<file path="src/rtl/dcm_pkg.sv">
// Shared types for the paired converter slot coordinator.
// Assumes: nothing beyond the package itself.
package dcm_pkg;
    typedef enum logic [1:0] {
        ST_IDLE = 2'd0,
        ST_BUSY = 2'd1,
        ST_OUT  = 2'd2
    } dcm_state_e;
endpackage

</file>
<file path="src/rtl/dcm_chan_lut.sv">
// Per-slot channel lookup for one converter.
// Unpacks a flat parameter table into an array and selects by slot index.
// When HAS_NULL is set, also reports the slot's empty bit from NULL_MASK.
// Assumes: idx < N_SLOTS.
module dcm_chan_lut #(
    parameter int unsigned N_SLOTS  = 8,
    parameter int unsigned CHAN_W   = 5,
    parameter bit          HAS_NULL = 1'b0,
    parameter logic [N_SLOTS*CHAN_W-1:0] TABLE     = '0,
    parameter logic [N_SLOTS-1:0]        NULL_MASK = '0,
    localparam int unsigned IDX_W = (N_SLOTS > 1) ? $clog2(N_SLOTS) : 1
) (
    input  logic [IDX_W-1:0]  idx,
    output logic [CHAN_W-1:0] chan,
    output logic              is_null
);
    logic [CHAN_W-1:0] entry [N_SLOTS];

    for (genvar s = 0; s < N_SLOTS; s++) begin : g_entry
        assign entry[s] = TABLE[s*CHAN_W +: CHAN_W];
    end

    assign chan = entry[idx];

    if (HAS_NULL) begin : g_null
        logic [N_SLOTS-1:0] mask_w;
        assign mask_w  = NULL_MASK;
        assign is_null = mask_w[idx];
    end else begin : g_no_null
        assign is_null = 1'b0;
    end
endmodule

</file>
<file path="src/rtl/dcm_rsp_latch.sv">
// Holds one converter's response for the current slot.
// Captures the first strobe seen while armed; clear empties it for a new slot.
// With FORCE_EN set, a captured sample is replaced by zero when force_zero is 1.
// Assumes: at most one response per issued command.
module dcm_rsp_latch #(
    parameter int unsigned CHAN_W   = 5,
    parameter int unsigned DATA_W   = 12,
    parameter bit          FORCE_EN = 1'b0
) (
    input  logic              clk,
    input  logic              rst_n,
    input  logic              clear,
    input  logic              arm,
    input  logic              force_zero,
    input  logic              rsp_valid,
    input  logic [CHAN_W-1:0] rsp_chan,
    input  logic [DATA_W-1:0] rsp_data,
    output logic              got,
    output logic [CHAN_W-1:0] chan_q,
    output logic [DATA_W-1:0] data_q
);
    logic take;
    assign take = arm && rsp_valid && !got;

    // Presence flag: set on capture, dropped when a new slot begins.
    always_ff @(posedge clk) begin
        if (!rst_n)     got <= 1'b0;
        else if (clear) got <= 1'b0;
        else if (take)  got <= 1'b1;
    end

    // Channel register: loads with the captured response.
    always_ff @(posedge clk) begin
        if (!rst_n)    chan_q <= '0;
        else if (take) chan_q <= rsp_chan;
    end

    if (FORCE_EN) begin : g_force
        // Sample register with empty-slot substitution.
        always_ff @(posedge clk) begin
            if (!rst_n)    data_q <= '0;
            else if (take) data_q <= force_zero ? '0 : rsp_data;
        end
    end else begin : g_plain
        logic unused_force;
        assign unused_force = force_zero;
        // Sample register without substitution.
        always_ff @(posedge clk) begin
            if (!rst_n)    data_q <= '0;
            else if (take) data_q <= rsp_data;
        end
    end
endmodule

</file>
<file path="src/rtl/dual_conv_merger.sv">
// Paired converter slot coordinator.
// Takes one slot at a time, issues both converter commands in the same cycle,
// waits for both responses and presents them as one held result.
// Assumes: converters answer each command once, and never before it is taken.
module dual_conv_merger
    import dcm_pkg::*;
#(
    parameter int unsigned N_SLOTS   = 8,
    parameter int unsigned CHAN_W    = 5,
    parameter int unsigned DATA_W    = 12,
    parameter logic [CHAN_W-1:0] TEMP_CODE = 5'd17,
    parameter logic [N_SLOTS*CHAN_W-1:0] CHAN_TBL_A =
        {5'd16, 5'd2, 5'd8, 5'd5, 5'd0, 5'd3, 5'd17, 5'd1},
    parameter logic [N_SLOTS*CHAN_W-1:0] CHAN_TBL_B =
        {5'd0, 5'd4, 5'd1, 5'd8, 5'd0, 5'd3, 5'd0, 5'd2},
    parameter logic [N_SLOTS-1:0] NULL_MASK_B = 8'b0000_1010,
    localparam int unsigned IDX_W = (N_SLOTS > 1) ? $clog2(N_SLOTS) : 1
) (
    input  logic              clk,
    input  logic              rst_n,
    input  logic              slot_valid,
    output logic              slot_ready,
    input  logic [IDX_W-1:0]  slot_idx,
    input  logic              slot_sop,
    input  logic              slot_eop,
    output logic              cmd_a_valid,
    input  logic              cmd_a_ready,
    output logic [CHAN_W-1:0] cmd_a_chan,
    output logic              cmd_b_valid,
    input  logic              cmd_b_ready,
    output logic [CHAN_W-1:0] cmd_b_chan,
    input  logic              rsp_a_valid,
    input  logic [CHAN_W-1:0] rsp_a_chan,
    input  logic [DATA_W-1:0] rsp_a_data,
    input  logic              rsp_b_valid,
    input  logic [CHAN_W-1:0] rsp_b_chan,
    input  logic [DATA_W-1:0] rsp_b_data,
    output logic              out_valid,
    input  logic              out_ready,
    output logic [IDX_W-1:0]  out_slot,
    output logic              out_sop,
    output logic              out_eop,
    output logic [CHAN_W-1:0] out_chan_a,
    output logic [DATA_W-1:0] out_data_a,
    output logic [CHAN_W-1:0] out_chan_b,
    output logic [DATA_W-1:0] out_data_b
);
    localparam logic [CHAN_W-1:0] NULL_CODE = {CHAN_W{1'b1}};

    dcm_state_e        state_q;
    logic [IDX_W-1:0]  idx_q;
    logic              sop_q, eop_q, null_q;
    logic [CHAN_W-1:0] chan_a_q, chan_b_q;
    logic              a_done_q, b_done_q;
    logic [CHAN_W-1:0] lut_a_chan, lut_b_chan;
    logic              lut_a_null, lut_b_null;
    logic              a_got, b_got;
    logic              accept, busy;

    assign accept = slot_valid && slot_ready;
    assign busy   = (state_q == ST_BUSY);

    dcm_chan_lut #(
        .N_SLOTS(N_SLOTS), .CHAN_W(CHAN_W), .HAS_NULL(1'b0),
        .TABLE(CHAN_TBL_A), .NULL_MASK('0)
    ) u_lut_a (
        .idx(slot_idx), .chan(lut_a_chan), .is_null(lut_a_null)
    );

    dcm_chan_lut #(
        .N_SLOTS(N_SLOTS), .CHAN_W(CHAN_W), .HAS_NULL(1'b1),
        .TABLE(CHAN_TBL_B), .NULL_MASK(NULL_MASK_B)
    ) u_lut_b (
        .idx(slot_idx), .chan(lut_b_chan), .is_null(lut_b_null)
    );

    logic unused_a_null;
    assign unused_a_null = lut_a_null;

    // Slot sequencing: idle -> both commands out -> result held -> idle.
    always_ff @(posedge clk) begin
        if (!rst_n) begin
            state_q <= ST_IDLE;
        end else begin
            unique case (state_q)
                ST_IDLE: if (accept) state_q <= ST_BUSY;
                ST_BUSY: if (a_done_q && b_done_q && a_got && b_got) state_q <= ST_OUT;
                ST_OUT:  if (out_ready) state_q <= ST_IDLE;
                default: state_q <= ST_IDLE;
            endcase
        end
    end

    // Slot context: captured once per taken slot and held until the next.
    always_ff @(posedge clk) begin
        if (!rst_n) begin
            idx_q    <= '0;
            sop_q    <= 1'b0;
            eop_q    <= 1'b0;
            null_q   <= 1'b0;
            chan_a_q <= '0;
            chan_b_q <= '0;
        end else if (accept) begin
            idx_q    <= slot_idx;
            sop_q    <= slot_sop;
            eop_q    <= slot_eop;
            null_q   <= lut_b_null;
            chan_a_q <= lut_a_chan;
            chan_b_q <= lut_b_null ? NULL_CODE : lut_b_chan;
        end
    end

    // Per-side command completion flags.
    always_ff @(posedge clk) begin
        if (!rst_n || accept) begin
            a_done_q <= 1'b0;
            b_done_q <= 1'b0;
        end else begin
            if (cmd_a_valid && cmd_a_ready) a_done_q <= 1'b1;
            if (cmd_b_valid && cmd_b_ready) b_done_q <= 1'b1;
        end
    end

    assign slot_ready  = (state_q == ST_IDLE);
    assign cmd_a_valid = busy && !a_done_q;
    assign cmd_b_valid = busy && !b_done_q;
    assign cmd_a_chan  = chan_a_q;
    assign cmd_b_chan  = chan_b_q;

    dcm_rsp_latch #(.CHAN_W(CHAN_W), .DATA_W(DATA_W), .FORCE_EN(1'b0)) u_rsp_a (
        .clk(clk), .rst_n(rst_n), .clear(accept), .arm(busy), .force_zero(1'b0),
        .rsp_valid(rsp_a_valid), .rsp_chan(rsp_a_chan), .rsp_data(rsp_a_data),
        .got(a_got), .chan_q(out_chan_a), .data_q(out_data_a)
    );

    dcm_rsp_latch #(.CHAN_W(CHAN_W), .DATA_W(DATA_W), .FORCE_EN(1'b1)) u_rsp_b (
        .clk(clk), .rst_n(rst_n), .clear(accept), .arm(busy), .force_zero(null_q),
        .rsp_valid(rsp_b_valid), .rsp_chan(rsp_b_chan), .rsp_data(rsp_b_data),
        .got(b_got), .chan_q(out_chan_b), .data_q(out_data_b)
    );

    assign out_valid = (state_q == ST_OUT);
    assign out_slot  = idx_q;
    assign out_sop   = sop_q;
    assign out_eop   = eop_q;
endmodule

</file>
<file path="config.mk">
export PLATFORM = sky130hd
export DESIGN_NAME = dual_conv_merger
export DESIGN_NICKNAME = d
export VERILOG_FILES = /design/src/rtl/dcm_pkg.sv /design/src/rtl/dcm_chan_lut.sv /design/src/rtl/dcm_rsp_latch.sv /design/src/rtl/dual_conv_merger.sv
export SDC_FILE = /design/constraint.sdc
export NUM_CORES = 1
export LEC_CHECK = 0
export BUFFER_PORTS_ARGS = -buffer_cell sky130_fd_sc_hd__clkbuf_2
export CAP_MARGIN = 20
export CORE_MARGIN = 8
export CORE_UTILIZATION = 27
export CTS_CLUSTER_DIAMETER = 40
export DETAILED_ROUTE_END_ITERATION = 16
export PLACE_DENSITY_LB_ADDON = 0.3
export SYNTH_ARGS = -nofsm -noshare
export SYNTH_HDL_FRONTEND = slang
export SYNTH_SLANG_ARGS = --single-unit
</file>
<file path="constraint.sdc">
create_clock -name clk -period 2.15 [get_ports clk]
set_input_delay 0 -clock clk [delete_from_list [all_inputs] [get_ports clk]]
set_output_delay 0 -clock clk [all_outputs]
set_load 0.05 [all_outputs]
</file>
==> results.sh <==
export IMPL_internal_power_mw=1.53
export IMPL_leakagePower_nw=1.40
export IMPL_post_drt_wl_per_cell_um=12.9
export IMPL_tritoncts="yes"
export IMPL_synth_avg_cell_area_um2=8.81
export IMPL_drt_pre_antenna_iters=4
export IMPL_post_synthesis_net_count=307
export IMPL_dieArea_um2=11700
export IMPL_row_count=33
export IMPL_wire_length_of_the_first_global_routing_pass_mm=10.5
export IMPL_placed_cell_area_um2=2830
export IMPL_area_grow_syn2layout_pct=43.7
export IMPL_gpl_final_weighted_congestion=0.744
export IMPL_seqCellArea_um2=1100
export IMPL_drc=0
export IMPL_ir_worst_vdd_mv=0.244
export IMPL_dpl_worst_slack_ns=0.388
export IMPL_critPathLaunchType="register"
export IMPL_status="finished clean"
export IMPL_route_detailed_vias_per_inst=4.37
export IMPL_antenna_left=0
export IMPL_synth_lib_cells_used_distinct=29
export IMPL_yosys_register_bits=55
export IMPL_grt_use_total=0.108
export IMPL_final_area_um2=3290
export IMPL_detailed_place_hpwl_mm=4.49
export IMPL_num_nets_final=432
export IMPL_timing_final_ws_setup_ns=0.462
export IMPL_totalWireLength_mm=6.32
export IMPL_switchingPower_mw=0.651
export IMPL_grt_overflow_total=0
export IMPL_cp_slowest_stage_delay_ns=0.65
export IMPL_ioPinCount=100
export IMPL_numCtsBuffers=5
export IMPL_grt_setup_unrepaired="no"
export IMPL_power_share_sequential=0.503
export IMPL_holdCritPathClass="primary input to register"
export IMPL_area_used_by_multi_input_combinational_logic_um2=1070
export IMPL_critical_path_fanouts_max=17
export IMPL_worstMarginPinSlew_ns=0.721
export IMPL_seq_area_frac_synth=0.481
export IMPL_synth_warning_count=0
export IMPL_period_minus_slack_ns=1.69
export IMPL_finalMaxSlewViolations=0
export IMPL_root_buffer="sky130_fd_sc_hd__clkbuf_8"
export IMPL_die_width_um=108
export IMPL_final_total_negative_setup_slack_ns=0
export IMPL_post_cts_setup_buffers=0
export IMPL_cts_hold_buffers=36
export IMPL_first_iter_violations=54
export IMPL_cts_resized_gates=0
export IMPL_cts_htree_levels=2
export IMPL_clock_power_share=0.282
export IMPL_postSynthCellCount=260
export IMPL_worst_ep_required_time_ns=2.34
export IMPL_route_vias_total=2148
export IMPL_power_share_switching=0.298
export IMPL_clk_pin_slew_ns=0.10
export IMPL_grt_pass1_vias=2182
export IMPL_clk_latency_ns=0.30
export IMPL_category_of_the_worst_setup_path_capture_point="register"
export IMPL_finalSetupViolCount=0
export IMPL_fillerInstances=873
export IMPL_clockBufferDepth=2
export IMPL_fin_worst_skew_ns=0.00572
export IMPL_fmax_mhz=592
export IMPL_syn_cell_area_um2=2290
export IMPL_initial_core_util=0.279
export IMPL_placeableCoreArea_um2=8220
export IMPL_maxCapViolCount=0
export IMPL_grt_antenna_before_repair=0
export IMPL_clock_sink_count=55
export IMPL_grt_max_degree=30
export IMPL_port_buffers=99
export IMPL_path_cells="nand4bb_1, nand2_1, a21boi_1"
export IMPL_antenna_cells_inserted=0
export IMPL_power_per_cell_area_nw_per_um2=663
export IMPL_timing_max_slew_rel_slack=0.517
export IMPL_timing_hold_violations_final=0
export IMPL_path_type_of_the_worst_setup_path="register to register"
export IMPL_worst_path_max_delay_cell="sky130_fd_sc_hd__nand4bb_1"
export IMPL_worst_endpoint_arrival_ns=1.88
export IMPL_fraction_of_layout_cells_with_a_size_suffix_above_1=0.295
export IMPL_fin_crit_sh=0.785
export IMPL_pwr_share_comb=0.215
export IMPL_vertical_extent_of_the_die_um=108
area by class of cell:
cell class,instances,share of cell area
multi-input combinational,184,0.326
sequential,55,0.334
clock buffer,8,0.0304
timing repair buffer,139,0.269
tap,105,0.0399
metal layers:
layer | wire length (µm) | GRT usage | part of all wire
met3 | 519 | 0.0416 | 0.082
met5 | 0 | 0 | 0
met1 | 2780 | 0.127 | 0.44
met2 | 2980 | 0.179 | 0.47
met4 | 44 | 0.0268 | 0.0070
power groups by stage:
stage	combinational, mW	clock, mW	sequential, mW
after floorplan	0.169	0	1.26
after global placement	0.420	0	1.12
after detailed placement	0.425	0	1.12
after CTS	0.476	0.645	1.10
after global routing	0.506	0.694	1.11
final	0.469	0.616	1.10
placed cells by master, fill, tap and decap left out, types with 4 or more instances in the layout:
cell type | synthesis | final
sky130_fd_sc_hd__clkbuf_2 | 0 | 99
sky130_fd_sc_hd__nand2_1 | 78 | 78
sky130_fd_sc_hd__dfxtp_1 | 55 | 55
sky130_fd_sc_hd__a21boi_1 | 38 | 38
sky130_fd_sc_hd__dlygate4sd3_1 | 0 | 36
sky130_fd_sc_hd__nand3b_1 | 14 | 14
sky130_fd_sc_hd__a21boi_0 | 11 | 11
sky130_fd_sc_hd__nor2b_1 | 7 | 7
sky130_fd_sc_hd__clkbuf_8 | 0 | 7
sky130_fd_sc_hd__nor2_1 | 6 | 6
sky130_fd_sc_hd__o21ai_0 | 4 | 4
sky130_fd_sc_hd__a21oi_1 | 4 | 4
sky130_fd_sc_hd__o21ai_1 | 4 | 4
sky130_fd_sc_hd__buf_4 | 2 | 4
path summary, 6_finish.rpt:
| check | depth (start not counted) | endpoint | slack [ns] | start |
|---|---|---|---|---|
| min | 3 | out_slot[1] | 0.01 | slot_idx[1] |
| max | 3 | u_rsp_a.data_q[9] | 0.46 | state_q[0] |
| min reg2reg | 2 | u_rsp_b.data_q[6] | 0.45 | u_rsp_b.data_q[6] |
| max reg2reg | 3 | u_rsp_a.data_q[9] | 0.46 | state_q[0] |
metrics by stage:
| step | power [mW] | std cells | hold slack (ns) | util |
|---|---|---|---|---|
| finish | 2.18 | 491 | 0.0114 | 0.401 |
| global route | 2.31 | 491 | 0.000613 | 0.401 |
| CTS | 2.22 | 491 | 0.00499 | 0.401 |
| detailed placement | 1.55 | 447 | 0.232 | 0.345 |
| global placement | 1.54 | 447 | 0.222 | 0.345 |
| floorplan | 1.43 | 260 | 0.135 | - |
cell usage after synthesis, drive strengths merged:
library cell,number,area (µm²)
nand3,2,10.0
nor3,1,10.0
nand3b,14,105
a21oi,4,20.0
o21a,2,15.0
nor4bb,1,10.0
a21boi,49,368
nand4,1,6.26
dfxtp,55,1100
xnor2,1,8.76
nor2b,7,43.8
nand4b,1,8.76
clkbuf,8,30.0
nand4bb,2,22.5
buf,13,101
nor3b,1,18.8
or2b,1,7.51
and2b,1,7.51
nor2,6,22.5
nand2b,1,6.26
or3b,1,11.3
and4bb,1,12.5
nand2,78,293
o221a,1,11.3
o21ai,8,40.0
flip-flops by register name (all words and copies together), names as in the netlist, 2 cells and up:
signal and cells:
cmd_a_chan 5, out_slot 3, u_rsp_a.chan_q 5, cmd_b_chan 4, u_rsp_b.chan_q 5, u_rsp_b.data_q 12, state_q 2, u_rsp_a.data_q 12
cell families (layout without fill, tap and decap cells):
| family | Yosys count | after routing | share of synthesized area |
|---|---|---|---|
| AOI/OAI and AO/OA | 64 | 64 | 0.198 |
| xor gates and xnor gates | 1 | 1 | 0.00382 |
| buffers and inverters | 21 | 147 | 0.0573 |
| DFF | 55 | 55 | 0.481 |
| and+or+nand+nor | 119 | 119 | 0.260 |
critical path: cells and delay by family, from the launching register on:
family	cells	cell delay, ns
flip-flops	1	0.58
AND/OR/NAND/NOR	2	0.90
AO/OA/AOI/OAI	1	0.09
Note: power is estimated with default switching activity, not from simulation.
